File: src/rtl/bundle_issue_pkg.sv
package bundle_issue_pkg;
  localparam int TMPL_W   = 5;
  localparam int N_SLOTS  = 3;
  localparam int SLOT_W   = 41;
  localparam int BUNDLE_W = TMPL_W + N_SLOTS * SLOT_W;
  localparam int N_UNITS  = 4;
  localparam int UNIT_W   = $clog2(N_UNITS);
  localparam int IDX_W    = $clog2(N_SLOTS + 1);
  localparam int OPC_W    = 4;
  localparam int MOD_W    = 10;
  localparam int REG_W    = 7;
  localparam int PRED_W   = 6;

  typedef enum logic [UNIT_W-1:0] {
    UNIT_INT = 2'd0,
    UNIT_MEM = 2'd1,
    UNIT_BR  = 2'd2,
    UNIT_FP  = 2'd3
  } unit_e;

  // msb first: matches slot bit layout
  typedef struct packed {
    logic [OPC_W-1:0]  opc;
    logic [MOD_W-1:0]  modf;
    logic [REG_W-1:0]  dst;
    logic [REG_W-1:0]  src1;
    logic [REG_W-1:0]  src2;
    logic [PRED_W-1:0] pred;
  } slot_fields_t;
endpackage

File: src/rtl/bundle_tmpl_dec.sv
module bundle_tmpl_dec
  import bundle_issue_pkg::*;
(
  input  logic [TMPL_W-1:0]                tmpl_i,
  output logic [N_SLOTS-1:0][UNIT_W-1:0]   unit_o,
  output logic [N_SLOTS-1:0]               stop_o,
  output logic                             illegal_o
);
  always_comb begin
    illegal_o = tmpl_i[4];
    unit_o[0] = UNIT_MEM;
    unit_o[1] = UNIT_INT;
    unit_o[2] = UNIT_INT;
    unique case (tmpl_i[3:2])
      2'd0: ;
      2'd1: unit_o[1] = UNIT_MEM;
      2'd2: unit_o[1] = UNIT_FP;
      2'd3: unit_o[2] = UNIT_BR;
      default: ;
    endcase
    // stop after the last slot is implied by bundle end
    stop_o = {1'b0, tmpl_i[1], tmpl_i[0]};
  end
endmodule

File: src/rtl/bundle_group_sel.sv
module bundle_group_sel
  import bundle_issue_pkg::*;
(
  input  logic [N_SLOTS-1:0]               pend_i,
  input  logic [N_SLOTS-1:0][UNIT_W-1:0]   unit_i,
  input  logic [N_SLOTS-1:0]               stop_i,
  output logic [N_SLOTS-1:0]               grp_o
);
  always_comb begin
    logic               done;
    logic [N_UNITS-1:0] used;
    done  = 1'b0;
    used  = '0;
    grp_o = '0;
    for (int i = 0; i < N_SLOTS; i++) begin
      if (pend_i[i] && !done) begin
        if (used[unit_i[i]]) begin
          done = 1'b1;  // unit conflict: this and later slots wait
        end else begin
          grp_o[i]         = 1'b1;
          used[unit_i[i]]  = 1'b1;
          if (stop_i[i]) done = 1'b1;
        end
      end
    end
  end
endmodule

File: src/rtl/issue_port_mux.sv
module issue_port_mux
  import bundle_issue_pkg::*;
(
  input  logic [N_SLOTS-1:0][SLOT_W-1:0]   slots_i,
  input  logic [N_SLOTS-1:0]               grp_i,
  input  logic [N_SLOTS-1:0][UNIT_W-1:0]   unit_i,
  output logic [N_UNITS-1:0]               vld_o,
  output logic [N_UNITS-1:0][IDX_W-1:0]    idx_o,
  output slot_fields_t [N_UNITS-1:0]       fld_o
);
  for (genvar u = 0; u < N_UNITS; u++) begin : g_port
    logic             sel_vld;
    logic [IDX_W-1:0] sel_idx;
    always_comb begin
      sel_vld = 1'b0;
      sel_idx = '0;
      for (int i = 0; i < N_SLOTS; i++) begin
        if (grp_i[i] && (unit_i[i] == UNIT_W'(u))) begin
          sel_vld = 1'b1;
          sel_idx = IDX_W'(i);
        end
      end
    end
    assign vld_o[u] = sel_vld;
    assign idx_o[u] = sel_idx;
    assign fld_o[u] = sel_vld ? slot_fields_t'(slots_i[sel_idx]) : '0;
  end
endmodule

File: src/rtl/bundle_issue_unit.sv
module bundle_issue_unit
  import bundle_issue_pkg::*;
(
  input  logic                            clk_i,
  input  logic                            rst_ni,
  input  logic                            bnd_vld_i,
  input  logic [BUNDLE_W-1:0]             bnd_i,
  output logic                            bnd_rdy_o,
  output logic                            illegal_o,
  output logic [N_UNITS-1:0]              iss_vld_o,
  output logic [N_UNITS-1:0][IDX_W-1:0]   iss_idx_o,
  output logic [N_UNITS-1:0][OPC_W-1:0]   iss_opc_o,
  output logic [N_UNITS-1:0][PRED_W-1:0]  iss_pred_o,
  output logic [N_UNITS-1:0][REG_W-1:0]   iss_dst_o,
  output logic [N_UNITS-1:0][REG_W-1:0]   iss_src1_o,
  output logic [N_UNITS-1:0][REG_W-1:0]   iss_src2_o,
  output logic [N_UNITS-1:0][MOD_W-1:0]   iss_mod_o
);
  logic                            full_q;
  logic [N_SLOTS-1:0]              pend_q;
  logic [BUNDLE_W-1:0]             bnd_q;
  logic [N_SLOTS-1:0][SLOT_W-1:0]  slots;
  logic [N_SLOTS-1:0][UNIT_W-1:0]  unit;
  logic [N_SLOTS-1:0]              stop;
  logic [N_SLOTS-1:0]              pend_eff;
  logic [N_SLOTS-1:0]              grp;
  logic                            tmpl_ill;
  logic                            accept;
  slot_fields_t [N_UNITS-1:0]      fld;

  for (genvar k = 0; k < N_SLOTS; k++) begin : g_slot
    assign slots[k] = bnd_q[TMPL_W + k*SLOT_W +: SLOT_W];
  end

  bundle_tmpl_dec u_dec (
    .tmpl_i    (bnd_q[TMPL_W-1:0]),
    .unit_o    (unit),
    .stop_o    (stop),
    .illegal_o (tmpl_ill)
  );

  assign pend_eff = (full_q && !tmpl_ill) ? pend_q : '0;

  bundle_group_sel u_sel (
    .pend_i (pend_eff),
    .unit_i (unit),
    .stop_i (stop),
    .grp_o  (grp)
  );

  issue_port_mux u_mux (
    .slots_i (slots),
    .grp_i   (grp),
    .unit_i  (unit),
    .vld_o   (iss_vld_o),
    .idx_o   (iss_idx_o),
    .fld_o   (fld)
  );

  for (genvar u = 0; u < N_UNITS; u++) begin : g_out
    assign iss_opc_o[u]  = fld[u].opc;
    assign iss_pred_o[u] = fld[u].pred;
    assign iss_dst_o[u]  = fld[u].dst;
    assign iss_src1_o[u] = fld[u].src1;
    assign iss_src2_o[u] = fld[u].src2;
    assign iss_mod_o[u]  = fld[u].modf;
  end

  assign illegal_o = full_q && tmpl_ill;
  assign bnd_rdy_o = !full_q || tmpl_ill || (grp == pend_q);
  assign accept    = bnd_vld_i && bnd_rdy_o;

  always_ff @(posedge clk_i or negedge rst_ni) begin
    if (!rst_ni) begin
      full_q <= 1'b0;
      pend_q <= '0;
      bnd_q  <= '0;
    end else if (accept) begin
      full_q <= 1'b1;
      pend_q <= '1;
      bnd_q  <= bnd_i;
    end else if (full_q) begin
      if (tmpl_ill) begin
        full_q <= 1'b0;
        pend_q <= '0;
      end else begin
        full_q <= |(pend_q & ~grp);
        pend_q <= pend_q & ~grp;
      end
    end
  end
endmodule

File: config.mk
export PLATFORM = sky130hd
export DESIGN_NAME = bundle_issue_unit
export DESIGN_NICKNAME = d
export VERILOG_FILES = /design/src/rtl/bundle_issue_pkg.sv /design/src/rtl/bundle_tmpl_dec.sv /design/src/rtl/bundle_group_sel.sv /design/src/rtl/issue_port_mux.sv /design/src/rtl/bundle_issue_unit.sv
export SDC_FILE = /design/constraint.sdc
export NUM_CORES = 1
export LEC_CHECK = 0
export CAP_MARGIN = 20
export CORE_AREA = 5 5 146 148
export CTS_CLUSTER_SIZE = 10
export DETAILED_ROUTE_END_ITERATION = 16
export DIE_AREA = 0 0 151 153
export GPL_ROUTABILITY_DRIVEN = 1
export GPL_TIMING_DRIVEN = 0
export PLACE_DENSITY = 0.84
export SYNTH_ARGS = -nofsm -noshare
export SYNTH_HDL_FRONTEND = slang
export SYNTH_HIERARCHICAL = 1
export SYNTH_SLANG_ARGS = --single-unit
File: constraint.sdc
create_clock -name clk_i -period 5.8 [get_ports clk_i]
set_input_delay 1.16 -clock clk_i [delete_from_list [all_inputs] [get_ports clk_i]]
set_output_delay 1.16 -clock clk_i [all_outputs]
set_load 0.02 [all_outputs]
==> results of run 1 <==
## path summary, 6_finish.rpt
path,slack [ps],end,startpoint
worst min register to register,510,bnd_q[0],bnd_q[0]
worst max register to register,2690,bnd_q[105],bnd_q[3]
max in group asynchronous,4340,bnd_q[9],rst_ni
worst min-delay path,510,bnd_q[0],bnd_q[0]
worst max-delay path,560,iss_mod_o[3],bnd_q[3]
min in group asynchronous,650,bnd_q[113],rst_ni
## per-stage QoR
step,power [mW],cells,hold slack (ps)
2_1_floorplan,4.300,1119,480.7
3_3_place_gp,5.825,1695,489.5
3_5_place_dp,5.904,1696,496.3
4_1_cts,7.015,1728,509.3
5_1_grt,7.483,1728,537.3
6_report,7.176,1728,513.8
## flip-flops by register name, indices dropped and copies added (netlist names)
name and count:
pend_q 3, bnd_q 128, full_q 1
## per-layer routing
metal | vias to the layer above | wire (um) | track usage
met1 | 5130 | 15500 | 0.4552
li1 | 4706 | - | -
met3 | 183 | 4911 | 0.06722
met2 | 977 | 19610 | 0.5670
met4 | 0 | 1885 | 0.1615
met5 | - | 0 | 0
## report_power, final
part           internal [mW]  leakage, nW  switching (mW)
registers               1.37         1.54           0.618
logic                   2.00         4.25            2.11
clock network          0.646        0.266           0.434
total                   4.02         6.05            3.16
## cell type report
cell class / count / area (um2)
fillers: 1566 / 5797
clock inverters: 11 / 128.9
well taps: 270 / 337.8
plain buffers: 129 / 740.7
flip-flops and latches: 132 / 3303
multi-input cells: 806 / 5864
inverters: 52 / 195.2
clock buffers: 21 / 450.4
repair buffers: 307 / 3092
==> summary.md, run 1 <==
| Metric | Value |
|---|---|
| Fin util | `0.7088` |
| Die X | `151 um` |
| Number of setup violations in the final report | `0` |
| Vias in the first global route | `11,127` |
| # resized after CTS | `0` |
| Final ANT Viol Nets | `0` |
| WP depth | `9` |
| Placed inst area | `0.01353 mm2` |
| Drt drc | `0` |
| Post-route setup slack | `555.5 ps` |
| Vias | `10,996` |
| Syn Inst Count | `1,118` |
| Die area | `0.02310 mm2` |
| Worst-Margin Slew | `785.6 ps` |
| Max Cap Violations | `0` |
| Pre-CTS setup slack | `1079 ps` |
| Setup TNS | `0 ps` |
| CTS H-tree lvls | `4` |
| Hold Crit Depth | `1` |
| Worst-Skew Late Latency | `420 ps` |
| CP most frequent cell | `a21oi_1` |
| Total routed wirelength | `41,910 um` |
| Cell Rows | `52` |
| Yosys Warn Count | `6` |
| CTS tree | `built` |
| CTS clk-pin slew, worst paths | `60 ps` |
| CP startpoint kind | `flip-flop` |
| P per Cell Area | `508.5 mW/mm2` |
| Overflow after GRT | `0` |
| Skew final | `10.54 ps` |
| Unrepaired setup endpoints after global routing | `false` |
| Worst path slowest cell | `clkdlybuf4s50_1` |
| Hpwl dp | `29,440 um` |
| Leak | `6.054 nW` |
| CP delay by family, top | `buffers and inverters` |
| Initial DRT Pass Iterations | `8` |
| Critical Path End Type | `output pin` |
| Total track usage | `0.3517` |
| Largest net degree at the start of global routing | `91` |
| Worst path arrival time | `4080 ps` |
| Hold buffer count at CTS | `0` |
| Die height | `153 um` |
| Worst path cell trace | `ha_1 > inv_1 > xnor2_1 > a31oi_1 > nor3b_2 > clkbuf_1 > a21oi_1 > a21oi_1 > clkdlybuf4s50_1` |
| Post-CTS Setup Bufs | `0` |
| First-pass GRT wire length | `63,430 um` |
| Mapped cell area | `0.01010 mm2` |
| Wire per inst | `24.25 um` |
| Final max-slew violation count | `0` |
| Headroom to the max-slew limit | `0.4762` |
| Clock root buffer | `clkbuf_16` |
| Ant diodes | `0` |
| Final Cycle Share | `0.9042` |
| Post-layout min period | `5245 ps` |
| # clock sinks | `132` |
| Status | `finished, final reports clean` |
| VDD IR-drop max | `0.2590 mV` |
| I/O Buffers | `306` |
| CTS Buffer Depth | `2` |
| Average size of a mapped cell | `9.034 um2` |
| Nets@finish | `1,581` |
| Initial antenna violation count | `0` |
| Detailed Route Iter0 Violations | `1,579` |
| Most frequent cells in the layout | `305 x clkdlybuf4s50_1, 168 x a21oi_1, 132 x dfrtp_1` |
| Reg2Reg Depth | `12` |
| Leading cell type in the layout, fill and taps excluded | `clkdlybuf4s50_1` |
| Core Area | `0.01991 mm2` |
| I/O Pins | `309` |
| Share of cells above drive strength 1 | `0.1516` |
| WP buf/inv | `3` |
| Max Freq | `0.1907 GHz` |
| Worst hold path type | `reg -> reg` |
| Critical Path Max Stage Delay | `670 ps` |
| DR vias/cell | `6.363` |
| Cts bufs inserted | `17` |
| Req. time, crit path | `4640 ps` |
| Initial Util | `0.5073` |
| Setup CP Type | `reg -> out` |
| Final GP Congestion | `0.9062` |
| Max FO, Critical Path | `10` |
| Area growth syn-to-layout | `39.73%` |
| Endpoints failing hold | `0` |
| Post-route cell area | `0.01411 mm2` |
Note: power is estimated with default switching activity, not from simulation.
==> inputs of run 2 (changes only) <==
--- a/config.mk
+++ b/config.mk
@@ -6,14 +6,14 @@
 export NUM_CORES = 1
 export LEC_CHECK = 0
 export CAP_MARGIN = 20
-export CORE_AREA = 5 5 146 148
+export CORE_AREA = 4 4 132 134
 export CTS_CLUSTER_SIZE = 10
 export DETAILED_ROUTE_END_ITERATION = 16
-export DIE_AREA = 0 0 151 153
+export DIE_AREA = 0 0 136 138
 export GPL_ROUTABILITY_DRIVEN = 1
 export GPL_TIMING_DRIVEN = 0
-export PLACE_DENSITY = 0.84
+export PLACE_DENSITY = 0.83
+export SLEW_MARGIN = 20
 export SYNTH_ARGS = -nofsm -noshare
 export SYNTH_HDL_FRONTEND = slang
-export SYNTH_HIERARCHICAL = 1
 export SYNTH_SLANG_ARGS = --single-unit
==> summary.md, run 2 <==
| Metric | Value |
|---|---|
| Ant diodes | `0 (unchanged)` |
| Most frequent cells in the layout | `305 x clkdlybuf4s50_1, 132 x dfrtp_1, 128 x mux2_1` |
| Worst-Margin Slew | `780.1 ps (-5.590 ps)` |
| Sw Ratio | `0.4284 (-0.01170)` |
| Largest net degree at the start of global routing | `72 (-21%)` |
| # clock sinks | `132 (unchanged)` |
| CTS tree | `built` |
| I/O Buffers | `306 (unchanged)` |
| Post-synth EDFFs | `0` |
| VDD IR-drop max | `0.3194 mV (+23%)` |
| Yosys Warn Count | `0 (-6)` |
| Top cells by count, synth | `132 x dfrtp_1, 128 x mux2_1, 86 x inv_1` |
| Area growth syn-to-layout | `52.64%` |
| Max FO, Critical Path | `10 (unchanged)` |
| Initial antenna violation count | `0 (unchanged)` |
| Worst-Skew Late Latency | `430 ps (about the same)` |
| CTS Buffer Depth | `2 (unchanged)` |
| Power share of the combinational group | `0.522 (-0.051)` |
| Finished Layout Cells | `1,238 (-28%)` |
| Headroom to the max-slew limit | `0.4800 (+0.003727)` |
| Hold WS | `490.6 ps (-23.18 ps)` |
| Seq/Total Area, Yosys | `0.4392` |
| Biggest regs | `bnd_q x128, pend_q x3, full_q x1` |
| Leak | `5.004 nW (-17%)` |
| Worst path arrival time | `3270 ps (-810 ps)` |
| Die X | `136 um (-9.9%)` |
| Max Cap Violations | `0 (unchanged)` |
| Clock root buffer | `clkbuf_16` |
| Post-CTS Setup Bufs | `0 (unchanged)` |
| Skew final | `8.874 ps (-1.663 ps)` |
| Share of cells above drive strength 1 | `0.08448 (-0.06710)` |
| # resized after CTS | `0 (unchanged)` |
| Final Cycle Share | `0.7635 (-0.1407)` |
| Nets@finish | `1,141 (-28%)` |
| Final GP Congestion | `0.8400 (-7.3%)` |
| Clock Power Share | `0.185 (+0.035)` |
| Top cells by area in the synthesized netlist | `dfrtp_1 44%, mux2_1 19%, mux2i_1 5.5%` |
| Cell Rows | `47 (-9.6%)` |
| Endpoints failing hold | `0 (unchanged)` |
| Total routed wirelength | `27,320 um (-35%)` |
| Wire per inst | `22.06 um (-9.0%)` |
| CTS H-tree lvls | `4 (unchanged)` |
| Yosys cell types | `41` |
| Hpwl dp | `20,210 um (-31%)` |
| Fill cells | `1,235 (-21%)` |
| #FFs+latches synth | `132` |
| Synth area leader | `dfrtp_1` |
| Top-count cell post-synth | `dfrtp_1` |
| Initial Util | `0.4617 (-0.04558)` |
| Max Freq | `0.2258 GHz (+18%)` |
| Pint | `3.329 mW (-17%)` |
| Final max-slew violation count | `0 (unchanged)` |
| Final ANT Viol Nets | `0 (unchanged)` |
| Placed cells | `1,206 (-29%)` |
| Setup TNS | `0 ps (unchanged)` |
| Top FF cell, synth | `dfrtp_1` |
| DR vias/cell | `5.599 (-12%)` |
| Mapped cell area | `0.007521 mm2 (-26%)` |
| Status | `finished, final reports clean` |
| Hold buffer count at CTS | `0 (unchanged)` |
| Psw | `2.495 mW (-21%)` |
| Pre-CTS setup slack | `1896 ps (+816.6 ps)` |
| Total track usage | `0.2879 (-0.06375)` |
| Fraction of registers with async set/reset | `1.000` |
| First-pass GRT wire length | `41,630 um (-34%)` |
| Overflow after GRT | `0 (unchanged)` |
| Core Area | `0.01629 mm2 (-18%)` |
| CTS clk-pin slew, worst paths | `60 ps (about the same)` |
| Drt drc | `0 (unchanged)` |
| Area share of the leading cell type in the synthesized netlist | `0.4392` |
| Req. time, crit path | `4640 ps (about the same)` |
| Syn Inst Count | `678 (-39%)` |
| Multi-input gate area | `0.003423 mm2 (-42%)` |
| Max reg flops | `128 (unchanged)` |
| P per Cell Area | `507.3 mW/mm2 (-0.23%)` |
| Vias in the first global route | `7,286 (-35%)` |
| Die area | `0.01877 mm2 (-19%)` |
| Die height | `138 um (-9.8%)` |
| Leading cell type in the layout, fill and taps excluded | `clkdlybuf4s50_1` |
| Setup CP Type | `reg -> out` |
| Detailed Route Iter0 Violations | `321 (-80%)` |
| Post-route setup slack | `1372 ps (+816.2 ps)` |
| Reg area | `0.003303 mm2 (unchanged)` |
| Critical Path End Type | `output pin` |
| Vias | `6,932 (-37%)` |
| Initial DRT Pass Iterations | `5 (-3)` |
| Top reg by flops | `bnd_q` |
| Worst hold path type | `reg -> reg` |
| Average size of a mapped cell | `11.09 um2 (+23%)` |
| CP startpoint kind | `flip-flop` |
| I/O Pins | `309 (unchanged)` |
| Number of setup violations in the final report | `0 (unchanged)` |
| Post-layout min period | `4428 ps (-816.2 ps)` |
| Seq pwr share | `0.293 (+0.016)` |
| Unrepaired setup endpoints after global routing | `false` |
| Cts bufs inserted | `17 (unchanged)` |
[run 2: cells by family after synthesis]
logic type / synth area share
other: 0.0004986
flip-flops: 0.4392
buffers and inverters: 0.1061
AND/OR/NAND/NOR: 0.08734
adder cells (fa/ha/maj): 0.008318
multiplexers: 0.2462
AO/OA/AOI/OAI: 0.1123
[run 2: cell type report]
cell class	count	area share
clock buffer	17	0.03706
inverter	88	0.02877
multi-input combinational	385	0.2982
buffer	74	0.04076
timing repair buffer	307	0.2696
tap	220	0.02398
sequential	132	0.2877
clock inverter	15	0.01384
[run 2: critical path, cell delays in order, from the launching register on]
cell and delay (ps):
dfrtp_1 390, inv_1 60, ha_1 380, nand4b_1 220
nand2b_1 130, clkbuf_1 390, clkbuf_1 460, o21ai_1 150
buf_4 160, clkdlybuf4s50_1 520
[run 2: stage by stage]
stage	power (mW)	utilization	instance area [um2]
6_report	5.824	0.7047	11480
3_3_place_gp	4.647	0.6669	10860
5_1_grt	6.138	0.7047	11480
3_5_place_dp	4.733	0.6689	10900
4_1_cts	5.827	0.7047	11480
2_1_floorplan	3.428	-	7525
[run 2: power by group through the flow]
stage	Combinational [mW]	Clock [mW]	Sequential, mW
2_1_floorplan	1.83	0	1.60
3_3_place_gp	2.96	0	1.69
3_5_place_dp	3.02	0	1.71
4_1_cts	3.04	1.09	1.70
5_1_grt	3.25	1.13	1.75
6_report	3.04	1.08	1.71
[run 2: final timing paths]
path / from / endpoint / slack, ps / depth (start not counted)
max in group asynchronous: rst_ni / bnd_q[88] / 4410 / 2
hold reg to reg: bnd_q[21] / bnd_q[21] / 490 / 1
setup / recovery: bnd_q[2] / iss_vld_o[0] / 1370 / 9
hold / removal: bnd_q[21] / bnd_q[21] / 490 / 1
setup reg to reg: bnd_q[2] / bnd_q[116] / 2850 / 12
min in group asynchronous: rst_ni / bnd_q[33] / 670 / 1
[run 2: metal layers]
| metal | GRT usage | share of wire | vias up |
|---|---|---|---|
| met5 | 0 | 0 | - |
| met4 | 0.1013 | 0.025 | 0 |
| met3 | 0.09811 | 0.10 | 49 |
| met2 | 0.4918 | 0.50 | 334 |
| met1 | 0.3355 | 0.38 | 3447 |
| li1 | - | - | 3102 |
==> inputs of run 3 (changes only) <==
--- a/config.mk
+++ b/config.mk
@@ -6,13 +6,13 @@
 export NUM_CORES = 1
 export LEC_CHECK = 0
 export CAP_MARGIN = 20
-export CORE_AREA = 4 4 132 134
+export CORE_AREA = 4 4 136 138
 export CTS_CLUSTER_SIZE = 10
 export DETAILED_ROUTE_END_ITERATION = 16
-export DIE_AREA = 0 0 136 138
+export DIE_AREA = 0 0 140 142
 export GPL_ROUTABILITY_DRIVEN = 1
 export GPL_TIMING_DRIVEN = 0
-export PLACE_DENSITY = 0.83
+export PLACE_DENSITY = 0.79
 export SLEW_MARGIN = 20
 export SYNTH_ARGS = -nofsm -noshare
 export SYNTH_HDL_FRONTEND = slang
==> constraint.sdc (replaced) <==
create_clock -name clk_i -period 4.2 [get_ports clk_i]
set_input_delay 0.84 -clock clk_i [delete_from_list [all_inputs] [get_ports clk_i]]
set_output_delay 0.84 -clock clk_i [all_outputs]
set_load 0.02 [all_outputs]
==> summary.md, run 3 (synthesized netlist as in run 2, its figures left out) <==
| Metric | Value |
|---|---|
| Status | `finished, final reports clean` |
| Worst-Margin Slew | `678.2 ps (-101.9 ps)` |
| Fill cells | `1,383 (+12%)` |
| CTS Buffer Depth | `2 (unchanged)` |
| Wire per inst | `22.42 um (+1.6%)` |
| Post-layout min period | `3991 ps` |
| Reg area | `0.003303 mm2 (unchanged)` |
| Tot Pwr | `8.175 mW (+40%)` |
| Final max-slew violation count | `0 (unchanged)` |
| Pre-CTS setup slack | `544.1 ps (-1352 ps)` |
| Ant diodes | `0 (unchanged)` |
| CTS H-tree lvls | `4 (unchanged)` |
| Biggest regs | `bnd_q x128, pend_q x3, full_q x1` |
| CP delay by family, top | `buffers and inverters` |
| Worst path slowest cell | `clkdlybuf4s50_1` |
| Number of setup violations in the final report | `0 (unchanged)` |
| Placed inst area | `0.01090 mm2 (about the same)` |
| Worst hold path type | `in -> async` |
| Total routed wirelength | `27,870 um (+2.0%)` |
| Most frequent cells in the layout | `305 x clkdlybuf4s50_1, 132 x dfrtp_1, 128 x mux2_1` |
| Vias in the first global route | `7,125 (-2.2%)` |
| Worst-Skew Late Latency | `430 ps (about the same)` |
| Worst r2r src | `bnd_q[2]` |
| Die X | `140 um (+2.9%)` |
| Endpoints failing hold | `0 (unchanged)` |
| I/O Buffers | `306 (unchanged)` |
| Share of cells above drive strength 1 | `0.08841 (+0.003929)` |
| Top reg by flops | `bnd_q` |
| WP buf/inv | `4 (-1)` |
| Die area | `0.01988 mm2 (+5.9%)` |
| Max reg flops | `128 (unchanged)` |
| I/O Pins | `309 (unchanged)` |
| Setup CP Type | `reg -> out` |
| Hpwl dp | `20,250 um (+0.17%)` |
| Fin util | `0.6725 (-0.03224)` |
| First-pass GRT wire length | `42,230 um (+1.4%)` |
| Hold buffer count at CTS | `0 (unchanged)` |
| Nets@finish | `1,141 (unchanged)` |
| Hold WS | `363.3 ps (-127.2 ps)` |
| Overflow after GRT | `0 (unchanged)` |
| Cts bufs inserted | `17 (unchanged)` |
| Worst path arrival time | `3150 ps (-120 ps)` |
| CTS clk-pin slew, worst paths | `60 ps (about the same)` |
| VDD IR-drop max | `0.3532 mV (+11%)` |
| Initial antenna violation count | `0 (unchanged)` |
| Cell Rows | `48 (+2.1%)` |
| Max Freq | `0.2506 GHz` |
| Max FO, Critical Path | `10 (unchanged)` |
| Finished Layout Cells | `1,243 (+0.40%)` |
| Leak | `5.047 nW (+0.86%)` |
| Req. time, crit path | `3360 ps (-1280 ps)` |
| Max Cap Violations | `0 (unchanged)` |
| Clock root buffer | `clkbuf_16` |
| Post-route setup slack | `209.1 ps (-1163 ps)` |
| Final Cycle Share | `0.9502` |
| Detailed Route Iter0 Violations | `355 (+11%)` |
| Critical Path Max Stage Delay | `680 ps (+160 ps)` |
| Setup TNS | `0 ps (unchanged)` |
| Critical Path End Type | `output pin` |
| Multi-input gate area | `0.003433 mm2 (+0.29%)` |
| Headroom to the max-slew limit | `0.5479 (+0.06791)` |
| # clock sinks | `132 (unchanged)` |
| R2R Setup Slk | `1140 ps (-1710 ps)` |
| Core Area | `0.01718 mm2 (+5.4%)` |
| Largest net degree at the start of global routing | `69 (-4.2%)` |
| P per Cell Area | `707.7 mW/mm2 (+40%)` |
| Unrepaired setup endpoints after global routing | `false` |
| Final ANT Viol Nets | `0 (unchanged)` |
| Initial Util | `0.4379 (-0.02385)` |
| Reg2Reg Depth | `12 (unchanged)` |
| RR Endpoint | `bnd_q[43]` |
| Worst path cell trace | `inv_1 > ha_1 > nand4b_1 > nand2b_1 > clkbuf_1 > clkbuf_2 > o32ai_1 > clkdlybuf4s50_1` |
| Post-route cell area | `0.01155 mm2 (+0.62%)` |
| Placed cells | `1,211 (+0.41%)` |
| Area growth syn-to-layout | `53.59%` |
| CP startpoint kind | `flip-flop` |
| Die height | `142 um (+2.9%)` |
| Total track usage | `0.2755 (-0.01245)` |
| DR vias/cell | `5.570 (-0.52%)` |
| Vias | `6,924 (-0.12%)` |
| Initial DRT Pass Iterations | `5 (unchanged)` |
| Skew final | `8.006 ps (-0.8681 ps)` |
| Leading cell type in the layout, fill and taps excluded | `clkdlybuf4s50_1` |
| Final GP Congestion | `0.9124 (+8.6%)` |
| CTS tree | `built` |
| Drt drc | `0 (unchanged)` |
==> run 3: cell types whose count changed in the layout (fill, tap and decap cells not counted), moves of 2 or more <==
| cell | before | now |
|---|---|---|
| clkinv_4 | 5 | 3 |
| bufinv_16 | 2 | 4 |
| clkbuf_8 | 0 | 2 |
| clkinvlp_4 | 3 | 1 |
| clkbuf_2 | 0 | 4 |
| clkbuf_1 | 27 | 24 |
==> run 3: per-layer routing <==
| metal | up-vias | routed length (um) | GRT usage |
|---|---|---|---|
| met1 | 3423 | 10900 | 0.3300 |
| li1 | 3113 | - | - |
| met5 | - | 0 | 0 |
| met3 | 48 | 2475 | 0.08233 |
| met4 | 0 | 630 | 0.09128 |
| met2 | 340 | 13870 | 0.4773 |
==> run 3: cell type report <==
cell class / count / share of cell area
Clock buffer: 20 / 0.03954
Buffer: 74 / 0.04094
Tap cell: 225 / 0.02437
Inverter: 88 / 0.02860
Clock inverter: 12 / 0.01538
Multi-Input combinational cell: 385 / 0.2972
Timing Repair Buffer: 307 / 0.2680
Sequential cell: 132 / 0.2860
==> run 3: worst max path at each step <==
| stage | depth (start not counted) | from | endpoint | slack [ps] |
|---|---|---|---|---|
| after floorplan | 7 | bnd_q[2] | iss_dst_o[10] | 1530 |
| after global placement | 1 | rst_ni | bnd_q[12] | -3230 |
| after detailed placement | 8 | bnd_q[2] | iss_mod_o[4] | 540 |
| after CTS | 8 | bnd_q[2] | iss_mod_o[4] | 70 |
| after global routing | 8 | bnd_q[2] | iss_mod_o[4] | 20 |
| final | 8 | bnd_q[2] | iss_mod_o[4] | 210 |
==> run 3: power by group <==
| part | leakage, nW | switching, mW | internal [mW] |
|---|---|---|---|
| Sequential | 1.54 | 0.465 | 1.88 |
| Clock | 0.310 | 0.586 | 1.03 |
| Combinational | 3.20 | 2.37 | 1.84 |
| Total | 5.05 | 3.42 | 4.75 |
==> run 3: timing repair <==
action,in CTS,in global routing
setup buffers,0,0
resized for setup,0,10
hold endpoints to repair,0,0
setup endpoints to repair,0,39
